File: src/rtl/xlat_pkg.sv
package xlat_pkg;

    typedef enum logic [1:0] {
        ACC_READ  = 2'd0,
        ACC_WRITE = 2'd1,
        ACC_FETCH = 2'd2,
        ACC_RSVD  = 2'd3
    } acc_kind_t;

    typedef enum logic [1:0] {
        OP_INT   = 2'd0,
        OP_FLOAT = 2'd1,
        OP_RSV   = 2'd2,
        OP_EXT   = 2'd3
    } data_op_t;

    typedef enum logic [1:0] {
        EXC_NONE   = 2'd0,
        EXC_ISTORE = 2'd1,
        EXC_DSTORE = 2'd2,
        EXC_ALIGN  = 2'd3
    } exc_class_t;

    typedef enum logic [2:0] {
        FLT_NONE,
        FLT_MISS,
        FLT_PROT,
        FLT_NOEXEC,
        FLT_DS_FETCH,
        FLT_DS_RSV,
        FLT_DS_EXT,
        FLT_DS_FP
    } fault_t;

    localparam int SEG_DSTORE = 31;
    localparam int SEG_KEY_SV = 30;
    localparam int SEG_KEY_PR = 29;
    localparam int SEG_NOEXEC = 28;

    localparam logic [31:0] SYN_MISS     = 32'h4000_0000;
    localparam logic [31:0] SYN_PROT     = 32'h0800_0000;
    localparam logic [31:0] SYN_NOEXEC   = 32'h1000_0000;
    localparam logic [31:0] SYN_DS_RSV   = 32'h0400_0000;
    localparam logic [31:0] SYN_DS_EXT   = 32'h0410_0000;
    localparam logic [31:0] SYN_STORE    = 32'h0200_0000;

    localparam logic [2:0] RIGHTS_ALL = 3'b111;
    localparam logic [2:0] RIGHTS_RW  = 3'b110;

endpackage

File: src/rtl/xlat_syndrome.sv
module xlat_syndrome
    import xlat_pkg::*;
(
    input  fault_t      flt,
    input  logic        is_fetch,
    input  logic        is_store,
    input  logic [31:0] ea,
    output logic [1:0]  cls,
    output logic [31:0] code,
    output logic [31:0] faddr
);

    logic [31:0] st_bit;

    always_comb begin
        st_bit = is_store ? SYN_STORE : 32'h0;
        cls    = EXC_NONE;
        code   = 32'h0;
        faddr  = 32'h0;
        if (flt != FLT_NONE) begin
            if (is_fetch) begin
                cls = EXC_ISTORE;
                case (flt)
                    FLT_MISS: code = SYN_MISS;
                    FLT_PROT: code = SYN_PROT;
                    default:  code = SYN_NOEXEC;
                endcase
            end else begin
                faddr = ea;
                case (flt)
                    FLT_MISS: begin
                        cls  = EXC_DSTORE;
                        code = SYN_MISS | st_bit;
                    end
                    FLT_DS_RSV: begin
                        cls  = EXC_DSTORE;
                        code = SYN_DS_RSV | st_bit;
                    end
                    FLT_DS_EXT: begin
                        cls  = EXC_DSTORE;
                        code = SYN_DS_EXT | st_bit;
                    end
                    FLT_DS_FP: begin
                        cls  = EXC_ALIGN;
                        code = 32'h0;
                    end
                    default: begin
                        cls  = EXC_DSTORE;
                        code = SYN_PROT | st_bit;
                    end
                endcase
            end
        end
    end

endmodule

File: src/rtl/xlat_dstore.sv
module xlat_dstore
    import xlat_pkg::*;
#(
    parameter int          PAGE_W = 12,
    parameter int          BUID_W = 9,
    parameter logic [BUID_W-1:0] BUS_ID = 9'h07F,
    localparam int         PN_W   = 32 - PAGE_W
) (
    input  logic [31:0]     seg,
    input  logic [31:0]     ea,
    input  logic            is_fetch,
    input  logic            is_store,
    input  logic            prob,
    input  logic [1:0]      op,
    output fault_t          flt,
    output logic [PN_W-1:0] pn,
    output logic [2:0]      rights
);

    logic        forced;
    logic        key;
    logic        grant;
    logic [31:0] forced_pa;
    logic        ds_unused;

    assign forced    = (seg[SEG_NOEXEC -: BUID_W] == BUS_ID);
    assign key       = prob ? seg[SEG_KEY_PR] : seg[SEG_KEY_SV];
    assign grant     = is_store ? key : !key;
    assign forced_pa = {seg[3:0], ea[27:0]};
    assign ds_unused = ^{forced_pa[PAGE_W-1:0], ea[PAGE_W-1:0], seg[19:4], seg[31:29]};

    always_comb begin
        flt    = FLT_NONE;
        pn     = '0;
        rights = 3'b000;
        if (forced) begin
            pn     = forced_pa[31:PAGE_W];
            rights = RIGHTS_ALL;
        end else if (is_fetch) begin
            flt = FLT_DS_FETCH;
        end else begin
            unique case (op)
                OP_FLOAT: flt = FLT_DS_FP;
                OP_RSV:   flt = FLT_DS_RSV;
                OP_EXT:   flt = FLT_DS_EXT;
                default: begin
                    if (grant) begin
                        pn     = ea[31:PAGE_W];
                        rights = RIGHTS_RW;
                    end else begin
                        flt = FLT_PROT;
                    end
                end
            endcase
        end
    end

endmodule

File: src/rtl/xlat_seq.sv
module xlat_seq
    import xlat_pkg::*;
#(
    parameter int              PAGE_W = 12,
    parameter int              VSID_W = 24,
    parameter logic [8:0]      BUS_ID = 9'h07F,
    localparam int             PN_W   = 32 - PAGE_W
) (
    input  logic              clk,
    input  logic              rst_n,
    input  logic              req_valid,
    input  logic [31:0]       req_ea,
    input  logic [1:0]        req_kind,
    input  logic [1:0]        req_op,
    input  logic              itx_en,
    input  logic              dtx_en,
    input  logic              prob_state,
    output logic              busy,
    output logic              blk_req,
    output logic [31:0]       blk_ea,
    output logic [1:0]        blk_kind,
    output logic              blk_prob,
    input  logic              blk_rsp_valid,
    input  logic              blk_hit,
    input  logic              blk_allow,
    input  logic [PN_W-1:0]   blk_pn,
    input  logic [2:0]        blk_rights,
    output logic [3:0]        seg_idx,
    input  logic [31:0]       seg_word,
    output logic              pt_req,
    output logic [31:0]       pt_ea,
    output logic [VSID_W-1:0] pt_vsid,
    output logic [1:0]        pt_kind,
    output logic              pt_key,
    output logic              pt_nx,
    input  logic              pt_rsp_valid,
    input  logic              pt_found,
    input  logic              pt_allow,
    input  logic [PN_W-1:0]   pt_pn,
    input  logic [2:0]        pt_rights,
    output logic              done,
    output logic              done_ok,
    output logic [PN_W-1:0]   done_pn,
    output logic [2:0]        done_rights,
    output logic [1:0]        exc_class,
    output logic [31:0]       exc_code,
    output logic [31:0]       fault_ea
);

    typedef enum logic [2:0] {
        S_IDLE,
        S_BLOCK,
        S_SEGMENT,
        S_TABLE,
        S_REPORT
    } state_t;

    state_t            state_q, state_d;
    logic [31:0]       ea_q;
    logic [1:0]        kind_q;
    logic [1:0]        op_q;
    logic              prob_q;
    fault_t            res_flt;
    logic [PN_W-1:0]   res_pn;
    logic [2:0]        res_rights;

    logic              accept;
    logic              req_real;
    logic              fetch_q;
    logic              store_q;
    logic              seg_is_ds;
    logic              seg_nx;

    fault_t            ds_flt;
    logic [PN_W-1:0]   ds_pn;
    logic [2:0]        ds_rights;
    logic [1:0]        syn_cls;
    logic [31:0]       syn_code;
    logic [31:0]       syn_faddr;

    assign accept    = (state_q == S_IDLE) && req_valid;
    assign req_real  = (req_kind == ACC_FETCH) ? !itx_en : !dtx_en;
    assign fetch_q   = (kind_q == ACC_FETCH);
    assign store_q   = (kind_q == ACC_WRITE);
    assign seg_is_ds = seg_word[SEG_DSTORE];
    assign seg_nx    = seg_word[SEG_NOEXEC];

    xlat_dstore #(
        .PAGE_W (PAGE_W),
        .BUID_W (9),
        .BUS_ID (BUS_ID)
    ) u_dstore (
        .seg      (seg_word),
        .ea       (ea_q),
        .is_fetch (fetch_q),
        .is_store (store_q),
        .prob     (prob_q),
        .op       (op_q),
        .flt      (ds_flt),
        .pn       (ds_pn),
        .rights   (ds_rights)
    );

    xlat_syndrome u_syndrome (
        .flt      (res_flt),
        .is_fetch (fetch_q),
        .is_store (store_q),
        .ea       (ea_q),
        .cls      (syn_cls),
        .code     (syn_code),
        .faddr    (syn_faddr)
    );

    // next-state logic
    always_comb begin
        state_d = state_q;
        unique case (state_q)
            S_IDLE:    if (req_valid) state_d = req_real ? S_REPORT : S_BLOCK;
            S_BLOCK:   if (blk_rsp_valid) state_d = blk_hit ? S_REPORT : S_SEGMENT;
            S_SEGMENT: begin
                if (seg_is_ds || (fetch_q && seg_nx)) state_d = S_REPORT;
                else                                   state_d = S_TABLE;
            end
            S_TABLE:   if (pt_rsp_valid) state_d = S_REPORT;
            S_REPORT:  state_d = S_IDLE;
            default:   state_d = S_IDLE;
        endcase
    end

    // state register
    always_ff @(posedge clk or negedge rst_n) begin
        if (!rst_n) state_q <= S_IDLE;
        else        state_q <= state_d;
    end

    // request capture and result register
    always_ff @(posedge clk or negedge rst_n) begin
        if (!rst_n) begin
            ea_q       <= '0;
            kind_q     <= ACC_READ;
            op_q       <= OP_INT;
            prob_q     <= 1'b0;
            res_flt    <= FLT_NONE;
            res_pn     <= '0;
            res_rights <= '0;
        end else begin
            if (accept) begin
                ea_q       <= req_ea;
                kind_q     <= req_kind;
                op_q       <= req_op;
                prob_q     <= prob_state;
                res_flt    <= FLT_NONE;
                res_pn     <= req_ea[31:PAGE_W];
                res_rights <= RIGHTS_ALL;
            end
            if (state_q == S_BLOCK && blk_rsp_valid && blk_hit) begin
                res_flt    <= blk_allow ? FLT_NONE : FLT_PROT;
                res_pn     <= blk_allow ? blk_pn : '0;
                res_rights <= blk_allow ? blk_rights : 3'b000;
            end
            if (state_q == S_SEGMENT) begin
                if (seg_is_ds) begin
                    res_flt    <= ds_flt;
                    res_pn     <= ds_pn;
                    res_rights <= ds_rights;
                end else if (fetch_q && seg_nx) begin
                    res_flt    <= FLT_NOEXEC;
                    res_pn     <= '0;
                    res_rights <= 3'b000;
                end
            end
            if (state_q == S_TABLE && pt_rsp_valid) begin
                if (!pt_found)      res_flt <= FLT_MISS;
                else if (!pt_allow) res_flt <= FLT_PROT;
                else                res_flt <= FLT_NONE;
                res_pn     <= (pt_found && pt_allow) ? pt_pn : '0;
                res_rights <= (pt_found && pt_allow) ? pt_rights : 3'b000;
            end
        end
    end

    // outputs
    always_comb begin
        done        = 1'b0;
        done_ok     = 1'b0;
        done_pn     = '0;
        done_rights = '0;
        exc_class   = EXC_NONE;
        exc_code    = '0;
        fault_ea    = '0;
        blk_req     = 1'b0;
        pt_req      = 1'b0;
        unique case (state_q)
            S_BLOCK: blk_req = 1'b1;
            S_TABLE: pt_req  = 1'b1;
            S_REPORT: begin
                done        = 1'b1;
                done_ok     = (res_flt == FLT_NONE);
                done_pn     = res_pn;
                done_rights = res_rights;
                exc_class   = syn_cls;
                exc_code    = syn_code;
                fault_ea    = syn_faddr;
            end
            default: ;
        endcase
    end

    assign busy     = (state_q != S_IDLE);
    assign blk_ea   = ea_q;
    assign blk_kind = kind_q;
    assign blk_prob = prob_q;
    assign seg_idx  = ea_q[31:28];
    assign pt_ea    = ea_q;
    assign pt_kind  = kind_q;
    assign pt_vsid  = seg_word[VSID_W-1:0];
    assign pt_key   = prob_q ? seg_word[SEG_KEY_PR] : seg_word[SEG_KEY_SV];
    assign pt_nx    = seg_nx;

endmodule

File: config.mk
export PLATFORM = sky130hd
export DESIGN_NAME = xlat_seq
export DESIGN_NICKNAME = d
export VERILOG_FILES = /design/src/rtl/xlat_pkg.sv /design/src/rtl/xlat_syndrome.sv /design/src/rtl/xlat_dstore.sv /design/src/rtl/xlat_seq.sv
export SDC_FILE = /design/constraint.sdc
export NUM_CORES = 1
export LEC_CHECK = 0
export BUFFER_PORTS_ARGS = -buffer_cell sky130_fd_sc_hd__buf_2
export CAP_MARGIN = 40
export CELL_PAD_IN_SITES_DETAIL_PLACEMENT = 0
export CELL_PAD_IN_SITES_GLOBAL_PLACEMENT = 1
export CORE_ASPECT_RATIO = 1.4
export CORE_MARGIN = 1.5
export CORE_UTILIZATION = 29
export DETAILED_ROUTE_END_ITERATION = 10
export PLACE_DENSITY = 0.88
export SETUP_SLACK_MARGIN = 0.2
export SLEW_MARGIN = 20
export SYNTH_ARGS = -nofsm -noshare
export SYNTH_HDL_FRONTEND = slang
export SYNTH_HIERARCHICAL = 1
export SYNTH_SLANG_ARGS = --single-unit
File: constraint.sdc
create_clock -name clk -period 2.2 [get_ports clk]
set_input_delay 0.22 -clock clk [delete_from_list [all_inputs] [get_ports clk]]
set_output_delay 0.22 -clock clk [all_outputs]
set_load 0.02 [all_outputs]
## Word level (Yosys, flattened, before mapping)

Cells that the tools add are included.

| word-level totals | value |
|---|---|
| register bits after elaboration | 66 |
| bits in latches | 0 |
| RAM bits | 0 |
| memory bits (read-only) | 0 |
| bits of input ports | 126 |
| output and inout port bits | 193 |
| logic and storage cells | 109 |
| memories kept | 0 |

| operators by class | value |
|---|---|
| add/sub/neg operators | 0 |
| multiply operators | 0 |
| divide/modulo/power cells | 0 |
| $lt $le $gt $ge | 0 |
| equality and inequality tests | 19 |
| shift-type cells | 0 |
| multiplexer cells | 66 |
| bitwise operators | 0 |
| reduce and logical (&&, ||, !) cells | 16 |

Operators with widths:

| kind | number |
|---|---|
| $mux W20 | 13 |
| $mux W32 | 6 |
| $pmux W32 S4 | 1 |
| $mux W3 | 27 |
| $pmux W31 S2 | 1 |
| $mux W26 | 1 |
| $mux W2 | 7 |
| $eq A3 B3 Y1 const B | 4 |
| $pmux W3 S4 | 1 |
| $eq A3 B2 Y1 const B | 3 |
| $eq A9 B7 Y1 const B | 1 |
| $pmux W3 S3 | 1 |
| $eq A2 B2 Y1 const B | 4 |
| $mux W1 | 8 |
| $eq A3 B1 Y1 const B | 2 |
| $logic_and A1 B1 Y1 | 6 |
| $logic_not A3 Y1 | 2 |
| $ne A2 B2 Y1 const B | 3 |
| $reduce_bool A3 Y1 | 2 |
| $eq A2 B1 Y1 const B | 2 |
| $logic_not A1 Y1 | 3 |
| $reduce_and A3 Y1 | 1 |
| $reduce_or A3 Y1 | 1 |
| $logic_or A1 B1 Y1 | 1 |

## Depth between registers and ports, before layout

| logic depth | value |
|---|---|
| depth in word-level cells | 10 |
| gate-level depth with buffers | 9 |
| mapped depth without buffers | 8 |

## Hierarchy

The synthesis kept the hierarchy.

By module, submodules not included:

| module | instances | cells an instance | area an instance (sq um) | seq. area each (sq um) |
|---|---|---|---|---|
| xlat_seq | 1 | 551 | 4635.7 | 1651.6 |
| xlat_syndrome | 1 | 87 | 636.9 | 0.0 |
| xlat_dstore | 1 | 58 | 484.2 | 0.0 |

## Least setup slack after synthesis

Ideal clock, no wire load.

| timing | value |
|---|---|
| path type | register -> register |
| start point | register kind_q[1], in the netlist blk_kind[1] |
| end point | register res_rights[2] |
| setup time | 126 ps |
| arrival time | 2150 ps |
| required time | 2074 ps |
| path slack | -76 ps |
| cell stages (with the launch flop) | 8 |
| path buffers | 2 |
| period minus slack after synthesis | 2276 ps |
| path through | dfrtp_1 nor2b_1 and3b_1 mux2i_2 buf_6 nand2_1 buf_4 a221o_1 |

| between the ends | value |
|---|---|
| elaborated cells between the ends (all ways) | 12 |
| classes of those cells | eq/ne (2); mux (9); reduce/logical (1) |

RTL lines:

| element | RTL line | source |
|---|---|---|
| from (decl) | xlat_seq.sv:60 | `logic [1:0] kind_q;` |
| from (signal assigned) | xlat_seq.sv:149 | `kind_q <= req_kind;` |
| $eq A2 B2 Y1 | xlat_seq.sv:83 | `assign fetch_q = (kind_q == ACC_FETCH);` |
| via fetch_q | xlat_seq.sv:69 | `logic fetch_q;` |
| $mux W3 | xlat_dstore.sv:39 | `end else if (is_fetch) begin` |
| $mux W3 | xlat_dstore.sv:36 | `if (forced) begin` |
| via ds_rights[2] | xlat_seq.sv:76 | `logic [2:0] ds_rights;` |
| $mux W3 | xlat_seq.sv:162 | `if (seg_is_ds) begin` |
| $mux W3 | xlat_seq.sv:161 | `if (state_q == S_SEGMENT) begin` |
| $mux W3 | xlat_seq.sv:172 | `if (state_q == S_TABLE && pt_rsp_valid) begin` |
| to (signal assigned) | xlat_seq.sv:159 | `res_rights <= blk_allow ? blk_rights : 3'b000;` |
| to (signal assigned) | xlat_seq.sv:165 | `res_rights <= ds_rights;` |
| to (signal assigned) | xlat_seq.sv:177 | `res_rights <= (pt_found && pt_allow) ? pt_rights : 3'b000;` |
| to (decl) | xlat_seq.sv:65 | `logic [2:0] res_rights;` |

The timed path passes the listed nets, and every way through them passes these cells.
A chain may end at the register's enable or synchronous reset.

## Final worst setup path

| timing | value |
|---|---|
| start point | register state_q[0] |
| end point | output port fault_ea[25] |

| between the ends | value |
|---|---|
| cells in the longest elaborated chain, start to end | 2 |

RTL lines:

| element | RTL line | source |
|---|---|---|
| from (decl) | xlat_seq.sv:58 | `state_t state_q, state_d;` |
| from (signal assigned) | xlat_seq.sv:133 | `else state_q <= state_d;` |
| $eq A3 B3 Y1 | xlat_seq.sv:193 | `unique case (state_q)` |
| $mux W32 | xlat_seq.sv:193 |  |
| to (decl) | xlat_seq.sv:47 | `output logic [31:0] fault_ea` |

Every way passes these cells.

==> flow_summary.ini <==
[hold_path]
hp-start = req_ea[5]
worstHoldPathCells = 3
hold_class = input pin to flip-flop
hold_end = blk_ea[5]$_DFFE_PN0P_

[timing]
setup_viol = 0
finalMaxSlewViolations = 0
worst_pin_slew_ps = 526
setup-tns-final_ps = 0
fmax_ghz = 0.488
hold_violations = 0
slew_headroom_pct = 64.6
rsz0062_at_grt = yes
fin_crit_sh_pct = 93.1
fin_crit_ps = 2050
skew_ps = 6.42

[final_layout]
final_nets = 1032
syn_to_final_growth_pct = 37.6
regArea_sq_um = 1660
drive_above_1_share_pct = 46.0
multi_input_area_sq_um = 3330
post-route-util_pct = 40.9
fill_cells = 2018

[floorplanning]
num_rows = 60
core_sq_um = 19400
io_pins = 319
die_h_um = 170
die-area_sq_um = 20700
start_util_pct = 29.7
die_w_um = 122

[clock_network]
htree_levels = 3
numCtsBuffers = 9
clk_pin_slew_ps = 60
clk_latency_ps = 330
clockRootBuffer = clkbuf_16
clkSinkCount = 66
cts_buffer_depth = 2
cts_tree = done

[drt]
drt-initial-drc-count = 244
ant_nets = 0
wirelength_um = 21400
drtPass1Iterations = 5
vias = 5633
wl_per_cell_um = 18.5
via_per_inst = 4.85
drcViolationCount = 0

[grt]
met1_usage_pct = 21.0
grt_pass1_wl_um = 29700
overflow = 0
grt_antenna_before_repair = 5
grt_busiest_layer = met2
grt_util_met3_pct = 3.49
grt_max_degree = 65
grt_usage_pct = 18.8
use_met2_pct = 34.4
grt_pass1_vias = 5261

[logic_synthesis]
synth.largest_area_cell = dfrtp_1
synth_edf_count = 0
netlist.area_leader.share_pct = 28.7
synthMuxAreaShare_pct = 5.11
synthCells = 696
synth_area_leaders = dfrtp_1 29%, buf_4 12%, and2_1 9.9%, nand2_1 9.2%, nor3b_1 4.6%
synth_top_family_by_area = simple AND/OR/NAND/NOR gates
synth_area_sq_um = 5760
avgSynthCellArea_sq_um = 8.27
synth_xor_area_share_pct = 0.304
ys_ff_latch = 66
synth-async-reset-ratio_pct = 100
yosysMostFrequentCell = nand2_1
synthSimpleGateAreaFrac_pct = 30.6
synth_cell_types = 61
synth-compound-area-share_pct = 16.4
yosys.area_share.adder_pct = 0.652
synth_commonest_cells = 141 x nand2_1, 94 x buf_4, 91 x and2_1
synth.yosys.warnings = 6
ys_seq_area_share_pct = 28.7
synth_ff_type = dfrtp_1

[power_and_ir_drop]
ir_worst_vdd_mv = 0.549
power_density_nw_per_um2 = 1340
leakage_uw = 0.00405

[worst_setup_path]
crit_path_start_kind = flip-flop
path_cells = buf_6 > nor3b_4 > buf_12 > buf_12 > clkbuf_16 > and2_4 > buf_6
crit_path_end_kind = primary output
crit_family = buffers and inverters
critPathKind = flip-flop to primary output
r2r-end = res_pn[14]$_DFF_PN0_
rr_worst_depth = 9
worst-path-stages = 7
worst-path-buf-inv = 5
crit_arrival_ps = 1830
r2r_slack_ps = 230
cp_slowest_stage_delay_ps = 430
crit_required_ps = 1980
reg2reg_from = blk_kind[1]$_DFFE_PN0P_
critical_path.slowest_cell = dfrtp_2
crit_fanout = 7

[placement]
gp_congestion = 0.815
io_buffers = 260
dp_hpwl_um = 14700

[run]
drv_cap = 0

[run_status]
status = complete, no violations
-- repair_timing --
action,4_1_cts,5_1_grt
hold endpoints to repair,66,0
pin swaps,2,8
resized for setup,34,106
setup endpoints to repair,81,90
hold buffers,1,0
setup buffers,5,13
gates cloned,2,5
-- how the worst max path moves through the flow --
stage                                  startpoint                      end  slack (ps)
after detailed placement   state_q[0]$_DFFE_PN0P_     res_flt[1]$_DFF_PN0_         110
after global placement     state_q[0]$_DFFE_PN0P_     res_flt[1]$_DFF_PN0_         120
final                      state_q[0]$_DFFE_PN0P_             fault_ea[25]         150
after floorplan           blk_kind[0]$_DFFE_PN0P_  res_rights[2]$_DFF_PN0_         240
after global routing       state_q[0]$_DFFE_PN0P_                  done_ok          70
after CTS                  state_q[1]$_DFFE_PN0P_               done_pn[9]         100
-- state kept, by name (all words and copies together) (netlist names) --
signal and flops:
op_q 2, blk_prob 1, state_q 3, res_pn 20
res_rights 3, blk_kind 2, blk_ea 32, res_flt 3
-- metrics by stage --
stage          area, sq um  setup slack (ps)  hold WS [ps]  power, uW  cells
2_1_floorplan         5870               243         -75.6       6730    721
3_3_place_gp          6840               124          19.1       8020   1114
3_5_place_dp          6840               107          21.3       8100   1114
4_1_cts               7370               104          63.5      10000   1138
5_1_grt               7910              65.5          72.5      11300   1158
6_report              7920               152          76.7      10600   1161
-- power by group --
| group | leakage [uW] | total [uW] | internal (uW) | switching (uW) |
|---|---|---|---|---|
| combinational | 0.00311 | 6660 | 2920 | 3740 |
| clock | 0.000153 | 1570 | 997 | 571 |
| sequential | 0.000793 | 2410 | 1800 | 611 |
-- placed cells by master, fill, tap and decap left out, types with 3 or more instances in the layout --
master     count
nor4_1         4
clkbuf_16     14
nor2_1         5
nand3_1        4
conb_1        26
and2_4        26
nor2b_1        4
o21ai_0        5
a21o_1        16
buf_6         29
a21boi_1       7
and3_1         8
dfrtp_2        9
and2_1        65
buf_12        10
mux2_2        17
a221o_1        3
a31o_1         3
a2111oi_1      3
a22o_1         4
inv_1         13
nor3_1         4
a211oi_1       4
dfrtp_1       57
a222oi_1      16
o2bb2ai_1     16
nand2_1      141
mux2i_1        6
o211ai_1       4
nor3b_1       31
buf_4         55
buf_2        214
a21boi_2       9
nand4_1        4
ha_1           3
diode_2        5
a21oi_1       11
nor3b_2        4
-- worst register-to-register path, stage by stage (launching register included) --
cell and delay (ps):
dfrtp_2 430, nor2b_4 150, buf_4 140, nor3b_2 240
mux2i_4 110, buf_12 170, a21boi_1 260, nand2_1 80
a21o_1 180, o2bb2ai_1 130
-- metal layers --
layer	up-vias	share of wire, %
li1	2691	-
met1	2659	38
met2	244	53
met3	39	6.1
met4	0	2.7
met5	-	0
-- layout make-up --
cell class	instances	area share, %
inverter	14	0.695
sequential	66	21.0
timing repair buffer	319	28.2
antenna	5	0.158
multi-input combinational	493	42.0
tap	248	3.92
clock inverter	6	1.14
clock buffer	10	2.89
-- logic make-up after synthesis --
kind of cell,count (synthesis)
and+or+nand+nor,321
muxes,26
xor gates and xnor gates,2
DFF,66
buffers and inverters,162
other,1
adders and majority gates,3
AOI/OAI and AO/OA,115
(Power assumes the default switching activity.)
